[config.mk]
export PLATFORM = sky130hd
export DESIGN_NAME = clkcfg_smb_slave
export DESIGN_NICKNAME = d
export VERILOG_FILES = /design/src/rtl/clkcfg_pkg.sv /design/src/rtl/smb_line_sync.sv /design/src/rtl/smb_proto.sv /design/src/rtl/clkcfg_regbank.sv /design/src/rtl/clkcfg_smb_slave.sv
export SDC_FILE = /design/constraint.sdc
export NUM_CORES = 1
export LEC_CHECK = 0
export BUFFER_PORTS_ARGS = -buffer_cell sky130_fd_sc_hd__buf_2
export CAP_MARGIN = 20
export CORE_AREA = 2 2 72 126
export DETAILED_ROUTE_END_ITERATION = 10
export DIE_AREA = 0 0 74 128
export PLACE_DENSITY_LB_ADDON = 0.2
export SLEW_MARGIN = 20
export SYNTH_ARGS = -nofsm -noshare
export SYNTH_HDL_FRONTEND = slang
export SYNTH_SLANG_ARGS = --single-unit
[constraint.sdc]
create_clock -name clk -period 2.5 [get_ports clk]
set_clock_uncertainty 0.1 [all_clocks]
set_input_delay 0.25 -clock clk [delete_from_list [all_inputs] [get_ports clk]]
set_output_delay 0.25 -clock clk [all_outputs]
set_load 0.01 [all_outputs]
[src/rtl/clkcfg_pkg.sv]
package clkcfg_pkg;

   localparam int NREG = 7;

   typedef enum logic [2:0] {
      ST_IDLE,
      ST_RECV,
      ST_ACKOUT,
      ST_SEND,
      ST_ACKIN
   } smb_st_t;

   // power-on value of the writable part of each byte
   function automatic logic [7:0] reg_default(input int idx);
      case (idx)
         0:       return 8'h08;
         1:       return 8'h47;
         2:       return 8'h7F;
         3:       return 8'hC7;
         4:       return 8'h3F;
         default: return 8'h00;
      endcase
   endfunction

   // bits a write may change in each byte
   function automatic logic [7:0] reg_wmask(input int idx);
      case (idx)
         0:       return 8'hA8;
         1:       return 8'h47;
         2:       return 8'h7F;
         3:       return 8'hFF;
         4:       return 8'h3F;
         5:       return 8'h0F;
         default: return 8'h00;
      endcase
   endfunction

endpackage

[src/rtl/smb_line_sync.sv]
module smb_line_sync #(
   parameter int STAGES = 2
) (
   input  logic clk,
   input  logic rst_n,
   input  logic scl_i,
   input  logic sda_i,
   output logic scl_s,
   output logic sda_s,
   output logic scl_rise,
   output logic scl_fall,
   output logic start_det,
   output logic stop_det
);
   generate
      if (STAGES < 2) begin : g_bad_stages
         $error("smb_line_sync: STAGES must be at least 2");
      end
   endgenerate

   logic [STAGES-1:0] scl_q, sda_q;
   logic              scl_p, sda_p;

   always_ff @(posedge clk or negedge rst_n) begin
      if (!rst_n) begin
         scl_q <= '1;
         sda_q <= '1;
         scl_p <= 1'b1;
         sda_p <= 1'b1;
      end else begin
         scl_q <= {scl_q[STAGES-2:0], scl_i};
         sda_q <= {sda_q[STAGES-2:0], sda_i};
         scl_p <= scl_q[STAGES-1];
         sda_p <= sda_q[STAGES-1];
      end
   end

   assign scl_s     = scl_q[STAGES-1];
   assign sda_s     = sda_q[STAGES-1];
   assign scl_rise  = scl_s & ~scl_p;
   assign scl_fall  = ~scl_s & scl_p;
   assign start_det = scl_s & scl_p & sda_p & ~sda_s;
   assign stop_det  = scl_s & scl_p & ~sda_p & sda_s;

endmodule

[src/rtl/smb_proto.sv]
module smb_proto
   import clkcfg_pkg::*;
#(
   parameter logic [6:0] DEV_ADDR = 7'h69,
   parameter int         NR       = NREG,
   localparam int        IW       = $clog2(NR),
   localparam int        CW       = $clog2(NR + 4)
) (
   input  logic          clk,
   input  logic          rst_n,
   input  logic          scl_s,
   input  logic          sda_s,
   input  logic          scl_rise,
   input  logic          scl_fall,
   input  logic          start_det,
   input  logic          stop_det,
   input  logic [7:0]    rd_byte_i,
   output logic [IW-1:0] rd_sel,
   output logic          sda_oe,
   output logic          wr_en,
   output logic [IW-1:0] wr_idx,
   output logic [7:0]    wr_data
);
   smb_st_t       st;
   logic [3:0]    bitcnt;
   logic [7:0]    shreg;
   logic [CW-1:0] byte_idx;
   logic          is_rd;
   logic          acked;

   assign rd_sel = IW'(byte_idx);

   always_ff @(posedge clk or negedge rst_n) begin
      if (!rst_n) begin
         st       <= ST_IDLE;
         bitcnt   <= '0;
         shreg    <= '0;
         byte_idx <= '0;
         is_rd    <= 1'b0;
         acked    <= 1'b0;
         sda_oe   <= 1'b0;
         wr_en    <= 1'b0;
         wr_idx   <= '0;
         wr_data  <= '0;
      end else begin
         wr_en <= 1'b0;
         if (start_det) begin
            st       <= ST_RECV;
            bitcnt   <= '0;
            byte_idx <= '0;
            is_rd    <= 1'b0;
            sda_oe   <= 1'b0;
         end else if (stop_det) begin
            st     <= ST_IDLE;
            sda_oe <= 1'b0;
         end else begin
            case (st)
               ST_RECV: begin
                  if (scl_rise && bitcnt != 4'd8) begin
                     shreg  <= {shreg[6:0], sda_s};
                     bitcnt <= bitcnt + 4'd1;
                  end else if (scl_fall && bitcnt == 4'd8) begin
                     if (byte_idx == '0) begin
                        if (shreg[7:1] == DEV_ADDR) begin
                           is_rd  <= shreg[0];
                           sda_oe <= 1'b1;
                           st     <= ST_ACKOUT;
                        end else begin
                           st <= ST_IDLE;
                        end
                     end else if (byte_idx < CW'(NR + 3)) begin
                        sda_oe <= 1'b1;
                        st     <= ST_ACKOUT;
                        if (byte_idx >= CW'(3)) begin
                           wr_en   <= 1'b1;
                           wr_idx  <= IW'(byte_idx - CW'(3));
                           wr_data <= shreg;
                        end
                     end else begin
                        st <= ST_IDLE;
                     end
                  end
               end
               ST_ACKOUT: begin
                  if (scl_fall) begin
                     bitcnt <= '0;
                     if (is_rd) begin
                        st     <= ST_SEND;
                        shreg  <= 8'(NR);
                        sda_oe <= ~(8'(NR) >> 7);
                     end else begin
                        sda_oe   <= 1'b0;
                        st       <= ST_RECV;
                        byte_idx <= byte_idx + CW'(1);
                     end
                  end
               end
               ST_SEND: begin
                  if (scl_fall) begin
                     if (bitcnt == 4'd7) begin
                        sda_oe <= 1'b0;
                        st     <= ST_ACKIN;
                     end else begin
                        shreg  <= {shreg[6:0], 1'b0};
                        sda_oe <= ~shreg[6];
                        bitcnt <= bitcnt + 4'd1;
                     end
                  end
               end
               ST_ACKIN: begin
                  if (scl_rise) begin
                     acked <= ~sda_s;
                  end else if (scl_fall) begin
                     if (acked && byte_idx < CW'(NR)) begin
                        byte_idx <= byte_idx + CW'(1);
                        shreg    <= rd_byte_i;
                        sda_oe   <= ~rd_byte_i[7];
                        bitcnt   <= '0;
                        st       <= ST_SEND;
                     end else begin
                        st <= ST_IDLE;
                     end
                  end
               end
               default: ;
            endcase
         end
      end
   end

   assert_oe_idle_R9: assert property (@(posedge clk) disable iff (!rst_n)
      (st == ST_IDLE) |-> !sda_oe);
   assert_oe_rise_low_R2: assert property (@(posedge clk) disable iff (!rst_n)
      $rose(sda_oe) |-> !scl_s);
   assert_wr_range_R4: assert property (@(posedge clk) disable iff (!rst_n)
      wr_en |-> (int'(wr_idx) < NR));
   assert_wr_with_ack_R3: assert property (@(posedge clk) disable iff (!rst_n)
      wr_en |-> (st == ST_ACKOUT && sda_oe));

endmodule

[src/rtl/clkcfg_regbank.sv]
module clkcfg_regbank
   import clkcfg_pkg::*;
#(
   parameter int         NR     = NREG,
   parameter logic [3:0] REV_ID = 4'h2,
   localparam int        IW     = $clog2(NR)
) (
   input  logic            clk,
   input  logic            rst_n,
   input  logic            wr_en,
   input  logic [IW-1:0]   wr_idx,
   input  logic [7:0]      wr_data,
   input  logic [1:0]      fsel_pins,
   input  logic            sel_pin,
   output logic [NR*8-1:0] view_o
);
   generate
      if (NR < 7) begin : g_bad_nr
         $error("clkcfg_regbank: at least seven bytes are required");
      end
   endgenerate

   logic       cap_done;
   logic [1:0] fs_lat;

   always_ff @(posedge clk or negedge rst_n) begin
      if (!rst_n) begin
         cap_done <= 1'b0;
         fs_lat   <= 2'b00;
      end else if (!cap_done) begin
         cap_done <= 1'b1;
         fs_lat   <= fsel_pins;
      end
   end

   logic [7:0] ro [NR];
   always_comb begin
      for (int k = 0; k < NR; k++) ro[k] = 8'h00;
      ro[0][2:1] = fs_lat;
      ro[1][7]   = sel_pin;
      ro[6]      = {REV_ID, 4'b0001};
   end

   for (genvar i = 0; i < NR; i++) begin : g_byte
      localparam logic [7:0] WM = reg_wmask(i);
      localparam logic [7:0] DF = reg_default(i);
      logic [7:0] q;
      if (WM != 8'h00) begin : g_rw
         always_ff @(posedge clk or negedge rst_n) begin
            if (!rst_n) q <= DF & WM;
            else if (wr_en && wr_idx == IW'(i)) q <= wr_data & WM;
         end
      end else begin : g_ro
         assign q = 8'h00;
      end
      assign view_o[i*8 +: 8] = q | ro[i];
   end

   assert_fs_frozen_R7: assert property (@(posedge clk) disable iff (!rst_n)
      cap_done |=> $stable(fs_lat));

endmodule

[src/rtl/clkcfg_smb_slave.sv]
module clkcfg_smb_slave
   import clkcfg_pkg::*;
#(
   parameter int         SYNC_STAGES = 2,
   parameter logic [6:0] DEV_ADDR    = 7'h69,
   parameter logic [3:0] REV_ID      = 4'h2
) (
   input  logic          clk,
   input  logic          rst_n,
   input  logic          scl_i,
   input  logic          sda_i,
   output logic          sda_oe,
   input  logic [1:0]    fsel_pins,
   input  logic          sel_pin,
   output logic [NREG*8-1:0] cfg_o
);
   localparam int IW = $clog2(NREG);

   logic          scl_s, sda_s, scl_rise, scl_fall, start_det, stop_det;
   logic          wr_en;
   logic [IW-1:0] wr_idx, rd_sel;
   logic [7:0]    wr_data, rd_byte;

   smb_line_sync #(.STAGES(SYNC_STAGES)) u_sync (
      .clk(clk), .rst_n(rst_n), .scl_i(scl_i), .sda_i(sda_i),
      .scl_s(scl_s), .sda_s(sda_s), .scl_rise(scl_rise), .scl_fall(scl_fall),
      .start_det(start_det), .stop_det(stop_det)
   );

   smb_proto #(.DEV_ADDR(DEV_ADDR), .NR(NREG)) u_proto (
      .clk(clk), .rst_n(rst_n), .scl_s(scl_s), .sda_s(sda_s),
      .scl_rise(scl_rise), .scl_fall(scl_fall),
      .start_det(start_det), .stop_det(stop_det),
      .rd_byte_i(rd_byte), .rd_sel(rd_sel), .sda_oe(sda_oe),
      .wr_en(wr_en), .wr_idx(wr_idx), .wr_data(wr_data)
   );

   clkcfg_regbank #(.NR(NREG), .REV_ID(REV_ID)) u_regs (
      .clk(clk), .rst_n(rst_n), .wr_en(wr_en), .wr_idx(wr_idx),
      .wr_data(wr_data), .fsel_pins(fsel_pins), .sel_pin(sel_pin),
      .view_o(cfg_o)
   );

   always_comb begin
      rd_byte = 8'h00;
      for (int k = 0; k < NREG; k++)
         if (rd_sel == IW'(k)) rd_byte = cfg_o[k*8 +: 8];
   end

endmodule

==> impl_summary.log <==
INFO  metric run_status = finished clean
INFO  metric cts_buffer_depth = 2
INFO  metric r2r_startpoint = u_sync.sda_q[1]$_DFF_PN1_
INFO  metric gr-total-overflow = 0
INFO  metric synth_enable_flop_cells = 0
INFO  metric worst_hold_slack = 0.04224 ns
INFO  metric number_of_antenna_cells_inserted = 0
INFO  metric critical_path_peak_fanout = 8
INFO  metric synth_ff_type = sky130_fd_sc_hd__dfrtp_1
INFO  metric grt_pass1_vias = 3230
INFO  metric number_of_iterations_in_the_first_detailed_routing_pass = 4
INFO  metric cts_buffers = 9
INFO  metric drc = 0
INFO  metric worst_path_max_delay_cell = sky130_fd_sc_hd__or4_4
INFO  metric die_area = 9472 µm²
INFO  metric maxCapViolations = 0
INFO  metric layout.cells.most_common = sky130_fd_sc_hd__dfrtp_1
INFO  metric most-common-layout-cells = sky130_fd_sc_hd__dfrtp_1 (46), sky130_fd_sc_hd__mux2_2 (41), sky130_fd_sc_hd__buf_2 (41), sky130_fd_sc_hd__nand2_1 (37), sky130_fd_sc_hd__dfstp_2 (29)
INFO  metric final.period_utilization = 0.9536
INFO  metric cts_root_buffer = sky130_fd_sc_hd__clkbuf_16
INFO  metric slew_headroom = 0.3663
INFO  metric drt_iter0_drc = 191
INFO  metric terminating_pin_of_the_worst_hold_path = u_regs.fs_lat[0]$_DFFE_PN0N_
INFO  metric antenna_found_initial = 0
INFO  metric critPathKind = register to register
INFO  metric port_buffers = 42
INFO  metric timing.final.hold_violations = 0
INFO  metric p_per_area = 573.5 nW/µm²
INFO  metric global_route.usage.total = 0.2381
INFO  metric ff2ff_setup_slack = 0.12 ns
INFO  metric fp.dieW = 74 µm
INFO  metric hold_depth = 2
INFO  metric crit_path_end_kind = register
INFO  metric logic_depth_of_the_worst_register_to_register_path = 5
INFO  metric yosysSeqAreaShare = 0.4603
INFO  metric post_synth.cell_area_avg = 10.69 µm²
INFO  metric routed_wirelength = 10320 µm
INFO  metric cts_tree = yes
INFO  metric critical_path.cell_chain = and4b_2, or2_4, or4_4, nand2b_4, mux2_4
INFO  metric fmax = 0.4195 GHz
INFO  metric utilization = 0.5620
INFO  metric grt_first_pass_wirelength = 16700 µm
INFO  metric timing.critical_path.slowest_cell_delay = 0.57 ns
INFO  metric final.min_clock_period = 2.384 ns
INFO  metric cp_data_arrival_time = 2.51 ns
INFO  metric cell_area_after_synthesis = 4156 µm²
INFO  metric post_synthesis_cell_type_count = 69
INFO  metric io-pin-count = 64
INFO  metric cp.buffers_inverters = 0
INFO  metric clkSlewWorstSetupHoldPaths = 0.06 ns
INFO  metric max_slew.worst_pin.slew = 0.9506 ns
INFO  metric antenna_left = 0
INFO  metric grt_start_max_net_pins = 76
INFO  metric post_detailed_route_via_to_cell_ratio = 5.559
INFO  metric critical_path_launch_point_type = register
INFO  metric fin_setup_tns = 0 ns
INFO  metric ir_worst_vdd = 0.0004780 V
INFO  metric clock_sinks = 75
INFO  metric start_util = 0.4889
INFO  metric place.detailed.hpwl = 7591 µm
INFO  metric wl_per_cell = 18.26 µm
INFO  metric final_nets = 457
INFO  metric area_growth_syn_to_layout = 14.96%
INFO  metric path_delay_family = simple AND/OR/NAND/NOR gates
INFO  metric finalSetupViolCount = 0
INFO  metric die_height = 128 µm
INFO  metric min_path_type = input pin to register
INFO  metric gp_congestion = 0.8505
INFO  metric worstPathRequired = 2.62 ns
INFO  metric power = 2.740 mW
INFO  metric critical_path.reg2reg.endpoint = u_proto.shreg[7]$_DFFE_PN0P_
INFO  metric worst_skew_pair.late_latency = 0.34 ns
INFO  metric total_leakage_power = 2.206 nW
INFO  metric hp-start = fsel_pins[0]
INFO  metric core_area = 8502 µm²
INFO  metric drive_above_1_share = 0.3750
INFO  metric ys_ff_latch = 75
INFO  metric synth.yosys.warnings = 0
INFO  metric final_max_slew_viol_count = 0
INFO  metric routed-via-count = 3141
INFO  metric h-tree-depth = 3
INFO  metric synth_async_sr_flop_share = 1.000
INFO  metric synthesis.instances = 389
INFO  metric unrepaired_setup_endpoints_after_global_routing = false
INFO  metric std_cell_rows = 45
worst max path at each step:
stage	startpoint	endpoint	slack, ns	depth (start not counted)
finish	u_sync.sda_q[1]$_DFF_PN1_	u_proto.shreg[7]$_DFFE_PN0P_	0.12	5
global route	u_sync.sda_q[1]$_DFF_PN1_	u_proto.shreg[7]$_DFFE_PN0P_	0.04	5
CTS	u_sync.sda_q[1]$_DFF_PN1_	u_proto.shreg[7]$_DFFE_PN0P_	0.06	5
detailed placement	u_sync.sda_q[1]$_DFF_PN1_	u_proto.shreg[4]$_DFFE_PN0P_	0.07	5
global placement	u_sync.sda_q[1]$_DFF_PN1_	u_proto.shreg[4]$_DFFE_PN0P_	0.1	5
floorplan	u_sync.sda_p$_DFF_PN1_	u_proto.shreg[4]$_DFFE_PN0P_	0.10	7
per-layer routing:
metal,global-route usage,wire (µm)
met4,0.1166,289
met3,0.03852,302
met2,0.4233,5847
met5,0,0
met1,0.2666,3880
power by group:
| part | switching [mW] | leakage, nW | internal, mW | total [mW] |
|---|---|---|---|---|
| clock network | 0.510 | 0.134 | 0.727 | 1.24 |
| registers | 0.0504 | 0.931 | 1.27 | 1.32 |
| logic | 0.106 | 1.14 | 0.0815 | 0.188 |
cell usage after synthesis, drive strengths merged, types with 4 or more instances:
master  count  share of area
a211oi      4         0.0072
a21oi      15          0.018
a311oi      4         0.0084
a31oi       6         0.0090
buf        24          0.045
clkbuf     17          0.023
dfrtp      46           0.28
dfstp      29           0.18
ha          7          0.021
inv        13          0.012
mux2       44           0.12
mux2i       5          0.012
nand2      37          0.033
nand2b      5         0.0093
nand3       6         0.0072
nand3b      5         0.0090
nand4       5         0.0075
nand4b      4         0.0084
nor2       17          0.015
nor2b       7          0.011
nor3        8         0.0096
nor4b       4         0.0084
o21ai      19          0.024
timing repair:
item | CTS | global route
hold buffers | 3 | 0
endpoints found under the hold margin | 30 | 0
buffers inserted | 0 | 2
endpoints found under the setup margin | 0 | 4
gates resized for setup | 0 | 1
registers in the layout (all words and copies together), names as in the netlist:
register and cells:
u_sync.scl_q 2, u_proto.st 3, u_proto.wr_data 8, u_proto.wr_idx 3, u_regs.cap_done 1, u_proto.sda_oe 1
u_sync.sda_p 1, u_regs.fs_lat 2, u_sync.sda_q 2, u_proto.acked 1, u_proto.bitcnt 4, u_sync.scl_p 1
u_proto.byte_idx 4, u_proto.shreg 8, u_proto.is_rd 1, u_proto.wr_en 1, u_regs.g_byte.q 32
kinds of logic after synthesis:
group                    after synthesis  share of synthesized area
adder cells (fa/ha/maj)                7                    0.02107
other                                  2                   0.001807
AND/OR/NAND/NOR                      121                     0.1659
AO/OA/AOI/OAI                         80                     0.1355
buffers and inverters                 54                    0.07947
flip-flops                            75                     0.4603
multiplexers                          49                     0.1340
XOR/XNOR                               1                   0.002108
final cells by class:
type | count | area (µm²)
Fill cell | 748 | 3724
Multi-Input combinational cell | 280 | 1996
Sequential cell | 75 | 1913
Timing Repair Buffer | 64 | 385.4
Clock buffer | 11 | 252.7
Tap cell | 117 | 146.4
Inverter | 13 | 48.80
Clock inverter | 5 | 36.28
metrics by stage:
stage | worst slack (ns) | instance area (µm²) | cells
6_report | 0.1161 | 4778 | 565
5_1_grt | 0.03755 | 4778 | 565
4_1_cts | 0.06440 | 4756 | 563
3_5_place_dp | 0.06863 | 4437 | 544
3_3_place_gp | 0.09876 | 4437 | 544
2_1_floorplan | 0.1024 | 4232 | 409
Note: power is estimated with default switching activity, not from simulation.
